--- src/rtl/wpg_pkg.sv ---
package wpg_pkg;

    localparam int ADDR_W    = 6;
    localparam int DATA_W    = 32;
    localparam int KEY_W     = 24;
    localparam int KEY_LSB   = DATA_W - KEY_W;
    localparam int DLY_W     = 4;
    localparam int PADS_PER_WORD = DATA_W / DLY_W;
    localparam int SRC_LSB   = 8;

    localparam logic [KEY_W-1:0] WP_KEY = 24'hC3A95E;

    localparam int OFS_MODE  = 0;
    localparam int OFS_STAT  = 1;
    localparam int OFS_DLY   = 4;
    localparam int OFS_CTRL  = 8;
    localparam int OFS_FREE  = 12;
    localparam int NUM_FREE  = 2;

    typedef enum logic [2:0] {
        RG_MODE,
        RG_STAT,
        RG_DLY,
        RG_CTRL,
        RG_FREE,
        RG_NONE
    } reg_kind_e;

    typedef struct packed {
        logic              wr;
        logic              rd;
        logic [ADDR_W-1:0] addr;
        logic [DATA_W-1:0] data;
    } bus_req_t;

    typedef struct packed {
        logic              flag;
        logic [ADDR_W-1:0] src;
    } viol_t;

    function automatic reg_kind_e decode_ofs(input logic [ADDR_W-1:0] a, input int ndly);
        int ai;
        ai = int'(a);
        if (ai == OFS_MODE) return RG_MODE;
        if (ai == OFS_STAT) return RG_STAT;
        if (ai >= OFS_DLY && ai < OFS_DLY + ndly) return RG_DLY;
        if (ai == OFS_CTRL) return RG_CTRL;
        if (ai >= OFS_FREE && ai < OFS_FREE + NUM_FREE) return RG_FREE;
        return RG_NONE;
    endfunction

    function automatic logic is_guarded(input reg_kind_e k);
        return (k == RG_DLY) || (k == RG_CTRL);
    endfunction

    function automatic logic [DATA_W-1:0] pack_status(input viol_t v);
        logic [DATA_W-1:0] w;
        w = '0;
        w[0] = v.flag;
        w[SRC_LSB +: ADDR_W] = v.src;
        return w;
    endfunction

endpackage

--- src/rtl/wpg_mode_reg.sv ---
module wpg_mode_reg
    import wpg_pkg::*;
(
    input  logic      clk,
    input  logic      rst,
    input  bus_req_t  req,
    input  reg_kind_e kind,
    output logic      prot_en,
    output logic      key_clear
);

    logic mode_wr;
    logic key_match;

    always_comb begin
        mode_wr   = req.wr && (kind == RG_MODE);
        key_match = (req.data[KEY_LSB +: KEY_W] == WP_KEY);
        key_clear = mode_wr && key_match;
    end

    always_ff @(posedge clk) begin
        if (rst) begin
            prot_en <= 1'b0;
        end else if (key_clear) begin
            prot_en <= req.data[0];
        end
    end

    AST_BAD_KEY_HOLD: assert property (@(posedge clk) disable iff (rst)
        (mode_wr && !key_match) |=> $stable(prot_en));

endmodule

--- src/rtl/wpg_viol_track.sv ---
module wpg_viol_track
    import wpg_pkg::*;
(
    input  logic              clk,
    input  logic              rst,
    input  logic              blocked,
    input  logic [ADDR_W-1:0] addr,
    input  logic              clear,
    output viol_t             st
);

    always_ff @(posedge clk) begin
        if (rst) begin
            st <= '0;
        end else if (blocked) begin
            st.flag <= 1'b1;
            st.src  <= addr;
        end else if (clear) begin
            st.flag <= 1'b0;
        end
    end

    AST_VIOL_CAPTURE: assert property (@(posedge clk) disable iff (rst)
        blocked |=> (st.flag && st.src == $past(addr)));

    AST_FLAG_STICKY: assert property (@(posedge clk) disable iff (rst)
        (st.flag && !clear) |=> st.flag);

    AST_KEY_CLEARS: assert property (@(posedge clk) disable iff (rst)
        (clear && !blocked) |=> !st.flag);

endmodule

--- src/rtl/wpg_cfg_bank.sv ---
module wpg_cfg_bank
    import wpg_pkg::*;
#(
    parameter int NUM_DLY = 2
) (
    input  logic                        clk,
    input  logic                        rst,
    input  bus_req_t                    req,
    input  reg_kind_e                   kind,
    input  logic                        prot_en,
    output logic                        blocked,
    output logic [NUM_DLY*DATA_W-1:0]   dly_q,
    output logic [DATA_W-1:0]           ctrl_q,
    output logic [DATA_W-1:0]           rd_word
);

    logic [NUM_FREE*DATA_W-1:0] free_q;
    logic                       wr_ok;
    int                         dly_idx;
    int                         free_idx;

    always_comb begin
        blocked  = req.wr && is_guarded(kind) && prot_en;
        wr_ok    = req.wr && !prot_en;
        dly_idx  = int'(req.addr) - OFS_DLY;
        free_idx = int'(req.addr) - OFS_FREE;
    end

    for (genvar g = 0; g < NUM_DLY; g++) begin : g_dly
        always_ff @(posedge clk) begin
            if (rst) begin
                dly_q[g*DATA_W +: DATA_W] <= '0;
            end else if (wr_ok && kind == RG_DLY && dly_idx == g) begin
                dly_q[g*DATA_W +: DATA_W] <= req.data;
            end
        end
    end

    always_ff @(posedge clk) begin
        if (rst) begin
            ctrl_q <= '0;
        end else if (wr_ok && kind == RG_CTRL) begin
            ctrl_q <= req.data;
        end
    end

    for (genvar f = 0; f < NUM_FREE; f++) begin : g_free
        always_ff @(posedge clk) begin
            if (rst) begin
                free_q[f*DATA_W +: DATA_W] <= '0;
            end else if (req.wr && kind == RG_FREE && free_idx == f) begin
                free_q[f*DATA_W +: DATA_W] <= req.data;
            end
        end
    end

    always_comb begin
        rd_word = '0;
        case (kind)
            RG_DLY: begin
                for (int i = 0; i < NUM_DLY; i++) begin
                    if (dly_idx == i) rd_word = dly_q[i*DATA_W +: DATA_W];
                end
            end
            RG_CTRL: rd_word = ctrl_q;
            RG_FREE: begin
                for (int i = 0; i < NUM_FREE; i++) begin
                    if (free_idx == i) rd_word = free_q[i*DATA_W +: DATA_W];
                end
            end
            default: rd_word = '0;
        endcase
    end

    AST_BLOCKED_HOLD: assert property (@(posedge clk) disable iff (rst)
        blocked |=> ($stable(dly_q) && $stable(ctrl_q)));

endmodule

--- src/rtl/reg_wp_guard.sv ---
module reg_wp_guard
    import wpg_pkg::*;
#(
    parameter int NUM_PADS = 12
) (
    input  logic                      clk,
    input  logic                      rst,
    input  logic [ADDR_W-1:0]         bus_addr,
    input  logic [DATA_W-1:0]         bus_wdata,
    input  logic                      bus_wr,
    input  logic                      bus_rd,
    output logic [DATA_W-1:0]         bus_rdata,
    output logic [NUM_PADS*DLY_W-1:0] pad_delay,
    output logic [DATA_W-1:0]         ctrl_cfg
);

    localparam int NUM_DLY = (NUM_PADS + PADS_PER_WORD - 1) / PADS_PER_WORD;

    bus_req_t                  req;
    reg_kind_e                 kind;
    logic                      prot_en;
    logic                      key_clear;
    logic                      blocked;
    viol_t                     viol;
    logic [NUM_DLY*DATA_W-1:0] dly_q;
    logic [DATA_W-1:0]         bank_word;
    logic [DATA_W-1:0]         rd_mux;

    always_comb begin
        req.wr   = bus_wr;
        req.rd   = bus_rd;
        req.addr = bus_addr;
        req.data = bus_wdata;
        kind     = decode_ofs(bus_addr, NUM_DLY);
    end

    wpg_mode_reg u_mode (
        .clk       (clk),
        .rst       (rst),
        .req       (req),
        .kind      (kind),
        .prot_en   (prot_en),
        .key_clear (key_clear)
    );

    wpg_cfg_bank #(.NUM_DLY(NUM_DLY)) u_bank (
        .clk     (clk),
        .rst     (rst),
        .req     (req),
        .kind    (kind),
        .prot_en (prot_en),
        .blocked (blocked),
        .dly_q   (dly_q),
        .ctrl_q  (ctrl_cfg),
        .rd_word (bank_word)
    );

    wpg_viol_track u_viol (
        .clk     (clk),
        .rst     (rst),
        .blocked (blocked),
        .addr    (bus_addr),
        .clear   (key_clear),
        .st      (viol)
    );

    always_comb begin
        case (kind)
            RG_MODE: rd_mux = {{(DATA_W-1){1'b0}}, prot_en};
            RG_STAT: rd_mux = pack_status(viol);
            default: rd_mux = bank_word;
        endcase
    end

    always_ff @(posedge clk) begin
        if (rst) begin
            bus_rdata <= '0;
        end else if (req.rd) begin
            bus_rdata <= rd_mux;
        end
    end

    assign pad_delay = dly_q[NUM_PADS*DLY_W-1:0];

    AST_FREE_NO_FLAG: assert property (@(posedge clk) disable iff (rst)
        (!viol.flag && bus_wr && kind == RG_FREE) |=> !viol.flag);

    AST_STAT_WR_IGNORED: assert property (@(posedge clk) disable iff (rst)
        (bus_wr && kind == RG_STAT) |=> $stable(viol));

endmodule

--- config.mk ---
export PLATFORM = sky130hd
export DESIGN_NAME = reg_wp_guard
export DESIGN_NICKNAME = d
export VERILOG_FILES = /design/src/rtl/wpg_pkg.sv /design/src/rtl/wpg_mode_reg.sv /design/src/rtl/wpg_viol_track.sv /design/src/rtl/wpg_cfg_bank.sv /design/src/rtl/reg_wp_guard.sv
export SDC_FILE = /design/constraint.sdc
export NUM_CORES = 1
export LEC_CHECK = 0
export ABC_CLOCK_PERIOD_IN_PS = 2600
export BUFFER_PORTS_ARGS = -buffer_cell sky130_fd_sc_hd__buf_4
export CELL_PAD_IN_SITES_DETAIL_PLACEMENT = 2
export CELL_PAD_IN_SITES_GLOBAL_PLACEMENT = 2
export CORE_MARGIN = 4
export CORE_UTILIZATION = 32
export CTS_CLUSTER_DIAMETER = 200
export DETAILED_ROUTE_END_ITERATION = 7
export GPL_TIMING_DRIVEN = 0
export PLACE_DENSITY_LB_ADDON = 0.1
export SETUP_SLACK_MARGIN = 0.5
export SLEW_MARGIN = 20
export SYNTH_ARGS = -nofsm -noshare
export SYNTH_HDL_FRONTEND = slang
export SYNTH_SLANG_ARGS = --single-unit
--- constraint.sdc ---
create_clock -name clk -period 2.6 [get_ports clk]
set_clock_uncertainty 0.05 [all_clocks]
set_input_delay 0.13 -clock clk [delete_from_list [all_inputs] [get_ports clk]]
set_output_delay 0.13 -clock clk [all_outputs]
set_load 0.02 [all_outputs]
# Word level (Yosys, flattened, before mapping)
# Index checks and enable logic that the tools add are counted.
# word_totals
ff_bits	200
latch_bits	0
ram_bits	0
rom_bits	0
in_bits	42
memories	0
# op_classes
add_sub_neg	2
mul	0
div	0
n_lt_le_gt_ge	4
eq_ne	9
shift	0
mux	33
n_bitwise	0
reduce_logical	21
# op_table
op	n
$mux 32	4
$pmux 32 s3	1
$eq 32x2->1 const B	2
$logic_not 32->1	2
$pmux 32 s2	1
$mux 3	10
$eq 24x24->1 const B	1
$mux 1	17
$logic_and 1x1->1	14
$sub 6x3->7 const B	1
$sub 6x4->7 const B	1
$eq 3x2->1 const B	2
$eq 6x2->1 const B	1
$eq 6x5->1 const B	1
$ge 6x3->1 const B	1
$ge 6x4->1 const B	1
$logic_not 6->1	1
$lt 6x3->1 const B	1
$lt 6x4->1 const B	1
$eq 3x1->1 const B	1
$eq 3x3->1 const B	1
$logic_not 3->1	1
$reduce_bool 2->1	1
$logic_not 1->1	1
$logic_or 1x1->1	1

# Logic depth before layout (Yosys ltp)
# Gate-level depths: netlist of run 1.
# depth
depth_word	22
depth_mapped	8
mapped_depth_nobuf	4

# By module
# Synthesis of run 1 repeated with hierarchy kept, for this count alone.
# unflattened
hier_cells	1074
hier_area_um2	8939.8
# by_module_without_submodules
module	instances	cells_each	area_each_um2	seq_area_each_um2
wpg_cfg_bank	1	867	6907.9	3203.1
reg_wp_guard	1	170	1636.6	640.6
wpg_viol_track	1	23	249.0	140.1
wpg_mode_reg	1	14	146.4	20.0

# Least setup slack after synthesis of run 1
# No wires, ideal clock.
# synth_timing
path_kind	input port to flip-flop
from	in bus_addr[5]
to	reg u_bank.dly_q[10]
arrival_time_ns	1.721
t_required_ns	2.418
setup_slack_ns	0.697
path_stages	7
path_buffers	3
cell_sequence	buf_4 > or4_4 > or4_1 > buf_2 > buf_6 > nand2_1 > a21oi_1
# synth_via
elab_chain_cells	15
# synth_rtl
element	line	text
start: declaration	reg_wp_guard.sv:8	input logic [ADDR_W-1:0] bus_addr,
$ge 6x4->1 or $lt 6x4->1 (tied branches)	wpg_pkg.sv:48	if (ai >= OFS_FREE && ai < OFS_FREE + NUM_FREE) return RG_FREE;
$logic_and 1x1->1	wpg_pkg.sv:48	
$mux 1 (2 in a row)	wpg_pkg.sv:48	
$mux 1	wpg_pkg.sv:47	if (ai == OFS_CTRL) return RG_CTRL;
$mux 1	wpg_pkg.sv:46	if (ai >= OFS_DLY && ai < OFS_DLY + ndly) return RG_DLY;
$mux 1	wpg_pkg.sv:45	if (ai == OFS_STAT) return RG_STAT;
$mux 3	wpg_pkg.sv:49	return RG_NONE;
$mux 3	wpg_pkg.sv:48	
$mux 3	wpg_pkg.sv:47	
$mux 3	wpg_pkg.sv:46	
$mux 3	wpg_pkg.sv:45	
$eq 3x2->1	wpg_cfg_bank.sv:33	end else if (wr_ok && kind == RG_DLY && dly_idx == g) begin
$logic_and 1x1->1	wpg_cfg_bank.sv:33	
$logic_and 1x1->1 (*)	wpg_cfg_bank.sv:33	
end signal: indexed assignment	wpg_cfg_bank.sv:34	dly_q[g*DATA_W +: DATA_W] <= req.data;
end: declaration	wpg_cfg_bank.sv:12	output logic [NUM_DLY*DATA_W-1:0] dly_q,
# Mark *: on every way between the ends. The rest lies on a longest branch, timed or not. The select of a mux whose other input is x is not followed.
# A chain may end at the register's enable or synchronous reset.

# Worst setup path in the final report of run 1
# layout_timing
from	in bus_addr[3]
to	reg bus_rdata[13]
# layout_via
elab_chain_cells	15
# layout_rtl
element	line	text
$ge 6x4->1 or $lt 6x4->1 (tied branches)	wpg_pkg.sv:48	
$logic_and 1x1->1	wpg_pkg.sv:48	
$mux 1 (2 in a row)	wpg_pkg.sv:48	
$mux 1	wpg_pkg.sv:47	
$mux 1	wpg_pkg.sv:46	
$mux 1	wpg_pkg.sv:45	
$mux 3	wpg_pkg.sv:49	
$mux 3	wpg_pkg.sv:48	
$mux 3	wpg_pkg.sv:47	
$mux 3	wpg_pkg.sv:46	
$mux 3	wpg_pkg.sv:45	
$eq 3x3->1 or $eq 3x2->1 (tied branches)	wpg_cfg_bank.sv:59	case (kind)
$pmux 32 s3	wpg_cfg_bank.sv:59	
$pmux 32 s2 (*)	reg_wp_guard.sv:68	case (kind)
end signal: assignment	reg_wp_guard.sv:79	bus_rdata <= rd_mux;
end: declaration	reg_wp_guard.sv:12	output logic [DATA_W-1:0] bus_rdata,
# Marked as above.

==> results.sh, run 1 <==
export IMPL_status="complete, no violations"
export IMPL_dieArea_um2=30000
export IMPL_required_ns=2.84
export IMPL_min_from="rst"
export IMPL_hpwl_mm=27.8
export IMPL_grt_pass1_wl_mm=59.2
export IMPL_p_switching_mw=1.66
export IMPL_die_x_um=173
export IMPL_finalCritPeriodShare=0.809
export IMPL_drtIter0Drc=603
export IMPL_wl_per_cell_um=23.6
export IMPL_ant_nets=0
export IMPL_synthMuxAreaShare=0.0462
export IMPL_drive_gt1_frac=0.225
export IMPL_netlist_instances=1103
export IMPL_synth_edf_count=0
export IMPL_min_to="u_viol.st[2]"
export IMPL_start_util=0.324
export IMPL_gp_congestion=0.850
export IMPL_leakage_nw=4.36
export IMPL_crit_type="primary input to flop"
export IMPL_synth_warnings=0
export IMPL_htree_levels=4
export IMPL_pre_cts_slack_ns=-0.668
export IMPL_synth_fp_nets=1145
export IMPL_cts_buffer_depth=2
export IMPL_cts_root_buf="clkbuf_16"
export IMPL_synthFlopType="dfxtp_1"
export IMPL_synth_area_per_cell_um2=7.91
export IMPL_setup_viol=0
export IMPL_port_buffers=148
export IMPL_reg2reg_slack_ns=0.60
export IMPL_relSlewSlack=0.342
export IMPL_hold_class="primary input to flop"
export IMPL_r2r_end="u_bank.dly_q[44]"
export IMPL_critical_path_arrival_ns=2.34
export IMPL_fin_ws_ns=0.497
export IMPL_clk_latency_ns=0.44
export IMPL_post_cts_repair_setup_buffers=0
export IMPL_yosysSeqAreaShare=0.459
export IMPL_syn_to_final_growth_pct=29.7
export IMPL_numCtsBuffers=17
export IMPL_synth_compound_area_frac=0.158
export IMPL_fp_row_count=60
export IMPL_p_per_area_nw_per_um2=560
export IMPL_synthSimpleGateAreaFrac=0.250
export IMPL_core_area_um2=26900
export IMPL_grt_max_degree=19
export IMPL_drc=0
export IMPL_hold_viol=0
export IMPL_clkSlewWorstSetupHoldPaths_ns=0.08
export IMPL_async_flop_share=0
export IMPL_fmax_mhz=476
export IMPL_n_antenna_cell=0
export IMPL_vias=8968
export IMPL_antenna_found_initial=0
export IMPL_p_clk_frac=0.447
export IMPL_io_pins=154
export IMPL_rr_startpoint="u_mode.prot_en"
export IMPL_overflow=0
export IMPL_final_core_utilization=0.421
export IMPL_p_seq_frac=0.485
export IMPL_peakVddDrop_mv=0.379
export IMPL_synth_cell_types=52
export IMPL_die_y_um=173
export IMPL_cp_start_kind="primary input"
export IMPL_layout_min_cycle_time_ns=2.10
export IMPL_final_nets=1344
export IMPL_ff2ff_path_depth=5
export IMPL_synth_xor_xnor_area_share=0
export IMPL_grt_pass1_vias=9504
export IMPL_ys_seq_elements=200
export IMPL_worstMarginPinSlew_ns=0.987
export IMPL_clock_sinks=200
export IMPL_hold_depth=4
export IMPL_p_sw_frac=0.262
export IMPL_slew_viol_final=0
export IMPL_rsz0062_at_grt="yes"
export IMPL_firstDrtPassIters=5
export IMPL_grtUsageTotal=0.255
export IMPL_vias_per_cell=5.42
export IMPL_combPwrFrac=0.067
export IMPL_n_fill_cell=3115
export IMPL_synth_area_um2=8720
export IMPL_cts_tree="done"
export IMPL_drt_total_wl_mm=39.0
export IMPL_max_cap_viol_count=0
export IMPL_internal_power_mw=4.68
export IMPL_synth_adder_area_share=0
export IMPL_synth_top_family_by_area="simple AND/OR/NAND/NOR gates"
export IMPL_endpoint_kind="flop"
export IMPL_crit_fanout=10
## cell usage in the layout (no fill, tap or decap), types with 3 or more instances in the layout
cell type,n
a2111oi_0,16
mux2i_1,29
dfxtp_1,200
clkbuf_16,17
mux2_2,6
a31oi_1,4
and3_1,51
and4b_1,3
o21ai_1,20
or4_1,5
inv_8,3
nor2_1,9
nor2b_1,6
a2111oi_1,3
a21oi_1,165
a32oi_1,3
o22ai_1,5
buf_4,198
clkbuf_1,51
buf_2,20
clkbuf_2,12
inv_6,4
a311oi_1,3
a2111oi_2,4
dlygate4sd3_1,32
buf_6,3
nand2_1,353
nor3_1,27
o21ai_0,3
nand3_1,3
## worst max path at each step
| stage | from | to | slack, ns | cells after the start |
|---|---|---|---|---|
| after floorplan | bus_addr[5] | u_bank.dly_q[10] | 0.70 | 7 |
| final | bus_addr[3] | bus_rdata[13] | 0.50 | 7 |
| after CTS | bus_addr[3] | bus_rdata[13] | 0.46 | 7 |
| after global routing | u_mode.prot_en | u_bank.dly_q[36] | 0.50 | 5 |
| after detailed placement | bus_addr[0] | bus_rdata[13] | -0.67 | 7 |
| after global placement | bus_addr[0] | bus_rdata[13] | -0.62 | 7 |
## cell usage after synthesis (all sizes together) (10+ instances only)
cell type	n	area [µm²]
nor2	10	40.0
o21ai	23	115
buf	75	515
dfxtp	200	4000
nor3	28	145
a2111oi	24	210
nand2	354	1330
a21oi	165	826
and3	51	319
mux2i	29	290
clkbuf	63	236
## flip-flops by register name, indices dropped and copies added (netlist names)
name / flops
bus_rdata: 32
u_viol.st: 7
u_bank.free_q: 64
u_bank.dly_q: 64
u_bank.ctrl_q: 32
u_mode.prot_en: 1
## power by group through the flow
stage / Sequential (mW) / Clock [mW] / Combinational (mW)
4_1_cts: 3.08 / 2.88 / 0.419
3_5_place_dp: 3.15 / 0 / 0.372
3_3_place_gp: 3.15 / 0 / 0.368
2_1_floorplan: 3.15 / 0 / 0.146
5_1_grt: 3.08 / 2.99 / 0.451
6_report: 3.08 / 2.83 / 0.428
## stage by stage
step / std cells / power (mW) / hold WS (ns) / TNS (ns) / instance area [µm²]
after floorplan: 1103 / 3.30 / 0.216 / 0 / 8720
after global placement: 1592 / 3.52 / 0.369 / -15.57 / 10300
after detailed placement: 1592 / 3.52 / 0.376 / -16.17 / 10300
after CTS: 1655 / 6.37 / 0.0659 / 0 / 11300
after global routing: 1655 / 6.52 / 0.144 / 0 / 11300
final: 1655 / 6.34 / 0.0872 / 0 / 11300
## layer usage
layer  vias up  GRT usage  share of wire
li1       4117          -              -
met1      4552      0.353           0.47
met2       257      0.421           0.47
met3        42     0.0385          0.045
met4         0     0.0619          0.018
met5         -          0              0
## worst max-delay path, stage by stage
cell and delay (ns):
buf_4 0.10, clkbuf_2 0.25, nand2b_1 0.43, nor2_2 0.20
clkbuf_2 0.34, a2111oi_2 0.67, o22ai_1 0.21
## area by class of cell
cell class              instances  area [µm²]  area share
flip-flops and latches        200        4000       0.354
multi-input cells             763        4070       0.360
repair buffers                180        1430       0.127
clock inverters                13         159      0.0141
inverters                       2        7.51    0.000664
well taps                     341         427      0.0377
clock buffers                  18         439      0.0388
plain buffers                 138         776      0.0686
## logic make-up after synthesis
kind of cell,count (synthesis)
buffers and inverters,140
AOI/OAI and AO/OA,241
muxes,37
DFF,200
and+or+nand+nor,485
## timing repair
item,4_1_cts,5_1_grt
endpoints found under the hold margin,161,0
resized for setup,25,21
endpoints found under the setup margin,97,102
hold buffers,32,0
(Power assumes the default switching activity.)
==> run 2: changes to the inputs <==
- ABC_CLOCK_PERIOD_IN_PS: 2600 -> 2090
- clock period: 2.6 -> 2.09 ns (I/O delays scaled with it)
==> run 2 against run 1 <==
The run now ends with hold timing left. Die area did not move. Critical path depth up 2. Via count up 9.0%. Design area rose by 17%. Routed wire length is 26% higher. Sequential power rose by 24%. Hold slack lost 0.090 ns. Clock power grew 20%. Critical endpoint is now u_bank.ctrl_q[9]. Largest power group unchanged.
==> results.sh, run 2 (synthesized netlist as in run 1, its figures left out) <==
export IMPL_cp_start_kind="flop"
export IMPL_grt_max_degree=20
export IMPL_finalPower_mw=7.89
export IMPL_port_buffers=148
export IMPL_max_cap_viol_count=0
export IMPL_crit_type="flop to flop"
export IMPL_fp_row_count=60
export IMPL_grt_pass1_wl_mm=67.7
export IMPL_status="complete, but fails checks"
export IMPL_cts_root_buf="clkbuf_16"
export IMPL_hpwl_mm=28.4
export IMPL_stdcell_area_um2=13200
export IMPL_required_ns=2.40
export IMPL_critical_path_arrival_ns=2.15
export IMPL_clkSlewWorstSetupHoldPaths_ns=0.09
export IMPL_drive_gt1_frac=0.401
export IMPL_cts_buffer_depth=2
export IMPL_overflow=0
export IMPL_ant_nets=0
export IMPL_n_antenna_cell=0
export IMPL_vias_per_cell=5.76
export IMPL_die_x_um=173
export IMPL_syn_to_final_growth_pct=51.4
export IMPL_fmax_mhz=543
export IMPL_rsz0062_at_grt="yes"
export IMPL_pre_cts_slack_ns=-0.763
export IMPL_setup_viol=0
export IMPL_holdWs_ns=-0.00302
export IMPL_leakage_nw=5.21
export IMPL_fin_ws_ns=0.248
export IMPL_grtUsageTotal=0.295
export IMPL_rr_startpoint="u_mode.prot_en"
export IMPL_min_to="bus_rdata[2]"
export IMPL_htree_levels=4
export IMPL_peakVddDrop_mv=0.451
export IMPL_min_from="rst"
export IMPL_core_area_um2=26900
export IMPL_layout_common_cells="278 x nand2_1, 217 x buf_4, 199 x dfxtp_1"
export IMPL_cts_tree="done"
export IMPL_numCtsBuffers=17
export IMPL_die_y_um=173
export IMPL_io_pins=154
export IMPL_grt_pass1_vias=10500
export IMPL_ff2ff_path_depth=9
export IMPL_final_nets=1386
export IMPL_clock_sinks=200
export IMPL_violations="hold timing"
export IMPL_top_regs="u_bank.dly_q x64, u_bank.free_q x64"
export IMPL_slew_viol_final=0
export IMPL_antenna_found_initial=0
export IMPL_drc=0
export IMPL_finalCritPeriodShare=0.881
export IMPL_hold_class="primary input to flop"
export IMPL_start_util=0.324
export IMPL_placed_area_um2=10400
export IMPL_dieArea_um2=30000
export IMPL_vias=9776
export IMPL_firstDrtPassIters=5
export IMPL_worstMarginPinSlew_ns=1.01
export IMPL_clk_latency_ns=0.45
export IMPL_drt_total_wl_mm=49.1
export IMPL_reg2reg_slack_ns=0.25
export IMPL_drtIter0Drc=653
export IMPL_final_common_cell="nand2_1"
export IMPL_crit_fanout=6
export IMPL_wl_per_cell_um=28.9
export IMPL_relSlewSlack=0.330
export IMPL_final_core_utilization=0.491
export IMPL_endpoint_kind="flop"
export IMPL_hold_viol=1
export IMPL_r2r_end="u_bank.ctrl_q[9]"
export IMPL_gp_congestion=0.839
export IMPL_layout_min_cycle_time_ns=1.84
export IMPL_n_fill_cell=2919
export IMPL_placed_cells=1593
export IMPL_hold_depth=4
export IMPL_p_per_area_nw_per_um2=598
export IMPL_finalNonFillerCells=1698
export IMPL_final_setup_tns_ns=0
==> run 2: layer usage <==
| layer | global-route usage | vias to the layer above | share of wire |
|---|---|---|---|
| met5 | 0 | - | 0 |
| met3 | 0.0794 | 112 | 0.060 |
| li1 | - | 4221 | - |
| met4 | 0.0984 | 0 | 0.037 |
| met1 | 0.368 | 5090 | 0.42 |
| met2 | 0.496 | 353 | 0.49 |
==> run 2: cell type report <==
| cell class | instances | area, µm² | share of cell area |
|---|---|---|---|
| clock inverters | 14 | 136 | 0.0103 |
| clock buffers | 18 | 429 | 0.0325 |
| plain buffers | 138 | 1100 | 0.0835 |
| multi-input cells | 763 | 5080 | 0.384 |
| flip-flops and latches | 200 | 4010 | 0.303 |
| well taps | 341 | 427 | 0.0323 |
| inverters | 2 | 7.51 | 0.000569 |
| repair buffers | 222 | 2020 | 0.153 |
==> run 2: worst max path at each step <==
stage	startpoint	endpoint	slack (ns)	depth (start not counted)
detailed placement	bus_addr[3]	bus_rdata[8]	-0.76	7
finish	u_mode.prot_en	u_bank.ctrl_q[9]	0.25	9
global placement	bus_addr[3]	bus_rdata[13]	-1.41	7
floorplan	bus_addr[1]	u_bank.dly_q[7]	0.25	7
CTS	bus_addr[0]	bus_rdata[7]	0.26	7
global route	u_mode.prot_en	u_bank.ctrl_q[9]	0.23	9
==> run 2: what timing repair did <==
item	in CTS	in global routing
gates cloned	6	2
setup endpoints to repair	195	192
hold endpoints to repair	161	0
gates resized for setup	191	222
hold buffers	32	0
pin swaps	11	42
setup buffers	19	14
==> run 2: critical path: stages (launching register included) <==
cell and delay (ns):
dfxtp_2 0.33, buf_8 0.13, buf_12 0.12, buf_6 0.11, nor4b_4 0.31, buf_6 0.18
buf_4 0.13, clkbuf_16 0.14, nand2_1 0.06, a21oi_1 0.16
==> run 2: report_power, final <==
group	switching [mW]	internal [mW]
clock network	1.82	1.59
registers	0.00985	3.82
logic	0.450	0.210
total	2.27	5.62
